[src/rtl/conv_fault_pkg.sv]
package conv_fault_pkg;

    typedef enum logic [2:0] {
        CH_OFF   = 3'd0,
        CH_CHECK = 3'd1,
        CH_RUN   = 3'd2,
        CH_FAULT = 3'd3,
        CH_THERM = 3'd4
    } ch_state_e;

    function automatic int unsigned us_to_cyc(input int unsigned clk_hz, input int unsigned us);
        return (clk_hz / 1_000_000) * us;
    endfunction

endpackage

[src/rtl/fault_debounce.sv]
module fault_debounce #(
    parameter int unsigned CNT = 20
) (
    input  logic clk,
    input  logic rst_n,
    input  logic en,
    input  logic din,
    output logic trip
);
    localparam int unsigned CW = $clog2(CNT + 1);
    localparam logic [CW-1:0] LAST = CW'(CNT - 1);
    localparam logic [CW-1:0] FULL = CW'(CNT);

    logic [CW-1:0] cnt_q;

    // trip is high at the edge that takes the CNT-th consecutive high sample
    assign trip = en && din && (cnt_q == LAST);

    always_ff @(posedge clk or negedge rst_n) begin
        if (!rst_n) begin
            cnt_q <= '0;
        end else if (!(en && din)) begin
            cnt_q <= '0;
        end else if (cnt_q != FULL) begin
            cnt_q <= cnt_q + 1'b1;
        end
    end
endmodule

[src/rtl/rise_detect.sv]
module rise_detect (
    input  logic clk,
    input  logic rst_n,
    input  logic din,
    output logic rise
);
    logic prev_q;

    always_ff @(posedge clk or negedge rst_n) begin
        if (!rst_n) prev_q <= 1'b0;
        else        prev_q <= din;
    end

    assign rise = din && !prev_q;
endmodule

[src/rtl/conv_chan_fsm.sv]
module conv_chan_fsm
    import conv_fault_pkg::*;
#(
    parameter int unsigned ILIM_CYC  = 20,
    parameter int unsigned CHECK_CYC = 1000
) (
    input  logic clk,
    input  logic rst_n,
    input  logic en_req,
    input  logic tsd,
    input  logic ilim,
    input  logic uv,
    input  logic pg,
    output logic conv_en,
    output logic ilim_evt,
    output logic sc_evt,
    output logic pg_evt
);
    localparam int unsigned WW = $clog2(CHECK_CYC);
    localparam logic [WW-1:0] WIN_LAST = WW'(CHECK_CYC - 1);

    ch_state_e     state_q, state_d;
    logic [WW-1:0] win_q;
    logic          win_last;
    logic          ov_trip, ilim_trip, pg_rise;
    logic          sc_d;

    assign win_last = (win_q == WIN_LAST);
    assign conv_en  = (state_q == CH_CHECK) || (state_q == CH_RUN);

    fault_debounce #(.CNT(ILIM_CYC)) u_ilim_db (
        .clk (clk), .rst_n (rst_n), .en (conv_en), .din (ilim), .trip (ilim_trip)
    );

    fault_debounce #(.CNT(CHECK_CYC)) u_ov_db (
        .clk (clk), .rst_n (rst_n), .en (state_q == CH_RUN), .din (uv), .trip (ov_trip)
    );

    rise_detect u_pg_edge (
        .clk (clk), .rst_n (rst_n), .din (pg), .rise (pg_rise)
    );

    // post-enable check window
    always_ff @(posedge clk or negedge rst_n) begin
        if (!rst_n)                    win_q <= '0;
        else if (state_q != CH_CHECK)  win_q <= '0;
        else                           win_q <= win_q + 1'b1;
    end

    // next state and fault decision
    always_comb begin
        state_d = state_q;
        sc_d    = 1'b0;
        unique case (state_q)
            CH_OFF: begin
                if (en_req && !tsd) state_d = CH_CHECK;
            end
            CH_CHECK: begin
                if (tsd)              state_d = CH_THERM;
                else if (!en_req)     state_d = CH_OFF;
                else if (win_last) begin
                    if (uv) begin
                        state_d = CH_FAULT;
                        sc_d    = 1'b1;
                    end else begin
                        state_d = CH_RUN;
                    end
                end
            end
            CH_RUN: begin
                if (tsd)              state_d = CH_THERM;
                else if (!en_req)     state_d = CH_OFF;
                else if (ov_trip) begin
                    state_d = CH_FAULT;
                    sc_d    = 1'b1;
                end
            end
            CH_FAULT: begin
                if (tsd)              state_d = CH_THERM;
                else if (!en_req)     state_d = CH_OFF;
            end
            CH_THERM: begin
                if (!tsd && !en_req)  state_d = CH_OFF;
            end
            default: state_d = CH_OFF;
        endcase
    end

    // state register
    always_ff @(posedge clk or negedge rst_n) begin
        if (!rst_n) state_q <= CH_OFF;
        else        state_q <= state_d;
    end

    // event outputs
    always_ff @(posedge clk or negedge rst_n) begin
        if (!rst_n) begin
            ilim_evt <= 1'b0;
            sc_evt   <= 1'b0;
            pg_evt   <= 1'b0;
        end else begin
            ilim_evt <= ilim_trip;
            sc_evt   <= sc_d;
            pg_evt   <= pg_rise && conv_en;
        end
    end
endmodule

[src/rtl/conv_fault_ctrl.sv]
module conv_fault_ctrl
    import conv_fault_pkg::*;
#(
    parameter int unsigned CLK_HZ   = 50_000_000,
    parameter int unsigned N_CH     = 4,
    parameter int unsigned ILIM_US  = 20,
    parameter int unsigned CHECK_US = 1000
) (
    input  logic            clk,
    input  logic            rst_n,
    input  logic [N_CH-1:0] en_req,
    input  logic [N_CH-1:0] ilim_in,
    input  logic [N_CH-1:0] uv_in,
    input  logic [N_CH-1:0] pg_in,
    input  logic            tw_in,
    input  logic            tsd_in,
    output logic [N_CH-1:0] conv_en,
    output logic [N_CH-1:0] ilim_evt,
    output logic [N_CH-1:0] sc_evt,
    output logic [N_CH-1:0] pg_evt,
    output logic            tw_evt,
    output logic            tsd_evt
);
    localparam int unsigned ILIM_CYC  = us_to_cyc(CLK_HZ, ILIM_US);
    localparam int unsigned CHECK_CYC = us_to_cyc(CLK_HZ, CHECK_US);

    logic tw_rise, tsd_rise;

    for (genvar g = 0; g < N_CH; g++) begin : g_ch
        conv_chan_fsm #(.ILIM_CYC(ILIM_CYC), .CHECK_CYC(CHECK_CYC)) u_ch (
            .clk      (clk),
            .rst_n    (rst_n),
            .en_req   (en_req[g]),
            .tsd      (tsd_in),
            .ilim     (ilim_in[g]),
            .uv       (uv_in[g]),
            .pg       (pg_in[g]),
            .conv_en  (conv_en[g]),
            .ilim_evt (ilim_evt[g]),
            .sc_evt   (sc_evt[g]),
            .pg_evt   (pg_evt[g])
        );
    end

    rise_detect u_tw_edge  (.clk (clk), .rst_n (rst_n), .din (tw_in),  .rise (tw_rise));
    rise_detect u_tsd_edge (.clk (clk), .rst_n (rst_n), .din (tsd_in), .rise (tsd_rise));

    always_ff @(posedge clk or negedge rst_n) begin
        if (!rst_n) begin
            tw_evt  <= 1'b0;
            tsd_evt <= 1'b0;
        end else begin
            tw_evt  <= tw_rise;
            tsd_evt <= tsd_rise;
        end
    end
endmodule

[config.mk]
export PLATFORM = sky130hd
export DESIGN_NAME = conv_fault_ctrl
export DESIGN_NICKNAME = d
export VERILOG_FILES = /design/src/rtl/conv_fault_pkg.sv /design/src/rtl/fault_debounce.sv /design/src/rtl/rise_detect.sv /design/src/rtl/conv_chan_fsm.sv /design/src/rtl/conv_fault_ctrl.sv
export SDC_FILE = /design/constraint.sdc
export NUM_CORES = 1
export LEC_CHECK = 0
export BUFFER_PORTS_ARGS = -buffer_cell sky130_fd_sc_hd__buf_2
export CAP_MARGIN = 5
export CORE_ASPECT_RATIO = 1.75
export CORE_UTILIZATION = 40
export CTS_BUF_LIST = sky130_fd_sc_hd__clkbuf_8 sky130_fd_sc_hd__clkbuf_16
export CTS_CLUSTER_DIAMETER = 80
export DETAILED_ROUTE_END_ITERATION = 12
export HOLD_SLACK_MARGIN = 0.05
export PLACE_DENSITY = 0.53
export SYNTH_ARGS = -nofsm -noshare
export SYNTH_HDL_FRONTEND = slang
export SYNTH_SLANG_ARGS = --single-unit
[constraint.sdc]
create_clock -name clk -period 2.5 [get_ports clk]
set_input_delay 0.75 -clock clk [delete_from_list [all_inputs] [get_ports clk]]
set_output_delay 0.75 -clock clk [all_outputs]
set_load 0.03 [all_outputs]
==> impl_metrics.yaml <==
clock_network:
  cts_tree: "yes"
  root_buffer: "clkbuf_16"
  clockBufferDepth: 2
  clock-sinks: 200
  clk_pin_slew_ps: 70
  post_cts_buffers: 0
  ctsHtreeMaxLevel: 4
  cts_buffers: 17
  insertion_delay_ps: 440
floorplan:
  design.portCount: 38
  die_x_um: 122
  die_h_um: 212
  die_area_mm2: 0.0258
  start_util_pct: 40.9
  num_rows: 76
  coreArea_mm2: 0.0246
setup_path:
  cp.required_ps: 1750
  critPathKind: "flop to output port"
  path_max_fanout: 6
  critical_path.cell_chain: "nand2b_1 -> a21oi_1 -> buf_2"
  path_delay_family: "flip-flops"
  cp_slowest_cell: "dfrtp_1"
  cp_slowest_stage_delay_ps: 420
  critPathCaptureType: "output port"
  rrSetupSlack_ps: 600
  cp.buffers_inverters: 1
  start_kind: "flop"
  cp.arrival_ps: 1600
routing:
  dr.first_iter.drc_count: 276
  wire_per_inst_um: 14.6
  drcViolationCount: 0
  wl_mm: 20.3
  firstDrtPassIters: 4
  vias_per_cell: 5.26
  via_count: 7341
  final_antenna_net_count: 0
global_route:
  grt_pass1_wl_mm: 34.9
  grt_max_degree: 53
  grt_overflow_total: 0
  grt_pass1_vias: 7334
  track_usage_pct: 17.1
  antenna_found_initial: 1
cells_and_area:
  fin_nets: 1110
  syn_to_final_growth_pct: 10.9
  final.fill_count: 2409
  drive_gt1_share_pct: 8.59
  stdcell_count: 1395
  n_antenna_cell: 0
synth:
  syn_avg_cell_area_um2: 9.67
  yosys_warnings: 0
  synth_common_cells: "dfrtp_1, nor2_1, xnor2_1, nand3_1, nand2_1"
  synth-seq-cells: 200
  async_reset_ff_share_pct: 100
  ys_seq_area_share_pct: 49.7
  ys_types: 56
  syn_inst: 1041
  yosysMostFrequentCell: "dfrtp_1"
  synth.top_cell.area_share_pct: 49.7
  ys_top_cells_by_area: "dfrtp_1, xnor2_1, nor2_1"
  syn_area_mm2: 0.0101
  synth_edf_count: 0
  synth_top_cell_by_area: "dfrtp_1"
  synthFlopType: "dfrtp_1"
  synth_nets: 1081
sta:
  setup_tns_ps: 0
  skew_ps: 8.30
  timing.final.max_slew_violations: 0
  fmax_ghz: 0.425
  fin_crit_ps: 2350
  hold_viol_final: 0
  final.setup.worst_slack_ps: 148
  rsz0062_at_grt: "false"
  finalSetupViolCount: 0
  worst_pin_slew_ps: 661
  max_slew_margin_pct: 55.6
  post-route-period-util_pct: 94.1
power_and_ir_drop:
  p_per_area_mw_per_mm2: 612
  p_leak_nw: 4.26
  vdd.ir_drop.worst_v: 0.000495
status:
  status: "finished clean"
min_path:
  min_path_type: "primary input to asynchronous set/reset pin"
placed_design:
  pre_cts_slack_ps: 559
  dp_hpwl_mm: 14.2
  dp.cells: 1363
  portBuffers: 37
  gp_congestion: 0.774
job:
  cap_viol_max_count: 0
==> area by class of cell <==
class                           count  area, um^2  area share (%)
Sequential cell                   200        5000            44.9
Clock inverter                     12         125            1.12
Multi-Input combinational cell    752        4670            41.8
Clock buffer                       20         467            4.18
Inverter                           49         184            1.65
Tap cell                          312         390            3.50
Timing Repair Buffer               50         317            2.84
==> logic make-up (layout without fill, tap and decap cells) <==
family	Yosys count	after routing	synth area share (%)
XOR/XNOR	121	121	10.5
flip-flops	200	200	49.7
adder cells (fa/ha/maj)	20	20	2.49
AO/OA/AOI/OAI	84	84	4.54
AND/OR/NAND/NOR	518	518	27.9
multiplexers	9	9	0.920
buffers and inverters	89	131	3.92
==> timing repair <==
| action | 4_1_cts | 5_1_grt |
|---|---|---|
| hold buffers | 0 | 0 |
| resized for setup | 0 | 1 |
| setup endpoints to repair | 0 | 1 |
==> final timing paths <==
kind,to,cells past startpoint,from
hold reg to reg,tsd_evt,1,u_tsd_edge.prev_q
hold / removal,g_ch[0].u_ch.u_ov_db.cnt_q[3],1,rst_n
setup reg to reg,g_ch[1].u_ch.sc_evt,4,g_ch[1].u_ch.u_ov_db.cnt_q[5]
min in group clk,tsd_evt,1,u_tsd_edge.prev_q
max in group asynchronous,g_ch[0].u_ch.pg_evt,2,rst_n
setup / recovery,conv_en[2],3,g_ch[2].u_ch.state_q[0]
==> power by group <==
group	switching, mW	leakage [nW]	internal [mW]	total, mW
combinational	0.392	1.20	0.203	0.595
clock	1.25	0.293	1.55	2.79
sequential	0.116	2.77	3.32	3.44
==> cell usage in the layout, fill, tap and decap left out, drive strengths merged, types with 21 or more instances in the layout <==
cell,instances
a21oi,44
nor4,35
nand2,52
nand2b,22
o21ai,27
dfrtp,200
nand3,62
clkbuf,21
buf,49
xor2,35
nor2,164
or3,22
nand4,38
inv,50
xnor2,86
nor3,31
==> layer usage <==
metal | vias to the layer above | part of all wire (%) | track usage (%)
met2 | 79 | 54 | 31.1
li1 | 3651 | - | -
met3 | 19 | 2.3 | 3.15
met4 | 2 | 1.7 | 6.94
met5 | - | 0.064 | 0
met1 | 3590 | 42 | 19.2
==> through the flow <==
| stage | utilization [%] | power (mW) | hold WS (ps) | instance area [um^2] |
|---|---|---|---|---|
| 3_3_place_gp | 42.9 | 4.12 | 377 | 10600 |
| 5_1_grt | 45.3 | 7.14 | 266 | 11200 |
| 2_1_floorplan | - | 3.89 | 373 | 10100 |
| 3_5_place_dp | 42.9 | 4.12 | 381 | 10600 |
| 6_report | 45.3 | 6.83 | 251 | 11200 |
| 4_1_cts | 45.3 | 6.97 | 243 | 11200 |
==> flip-flops by register name, summed over array words and instances, names as in the netlist <==
name	flops
g_ch.u_ch.u_ov_db.cnt_q	64
g_ch.u_ch.win_q	64
g_ch.u_ch.u_ilim_db.cnt_q	40
g_ch.u_ch.state_q	12
g_ch.u_ch.ilim_evt	4
g_ch.u_ch.pg_evt	4
g_ch.u_ch.sc_evt	4
g_ch.u_ch.u_pg_edge.prev_q	4
tsd_evt	1
tw_evt	1
u_tsd_edge.prev_q	1
u_tw_edge.prev_q	1
Note: power is estimated with default switching activity, not from simulation.
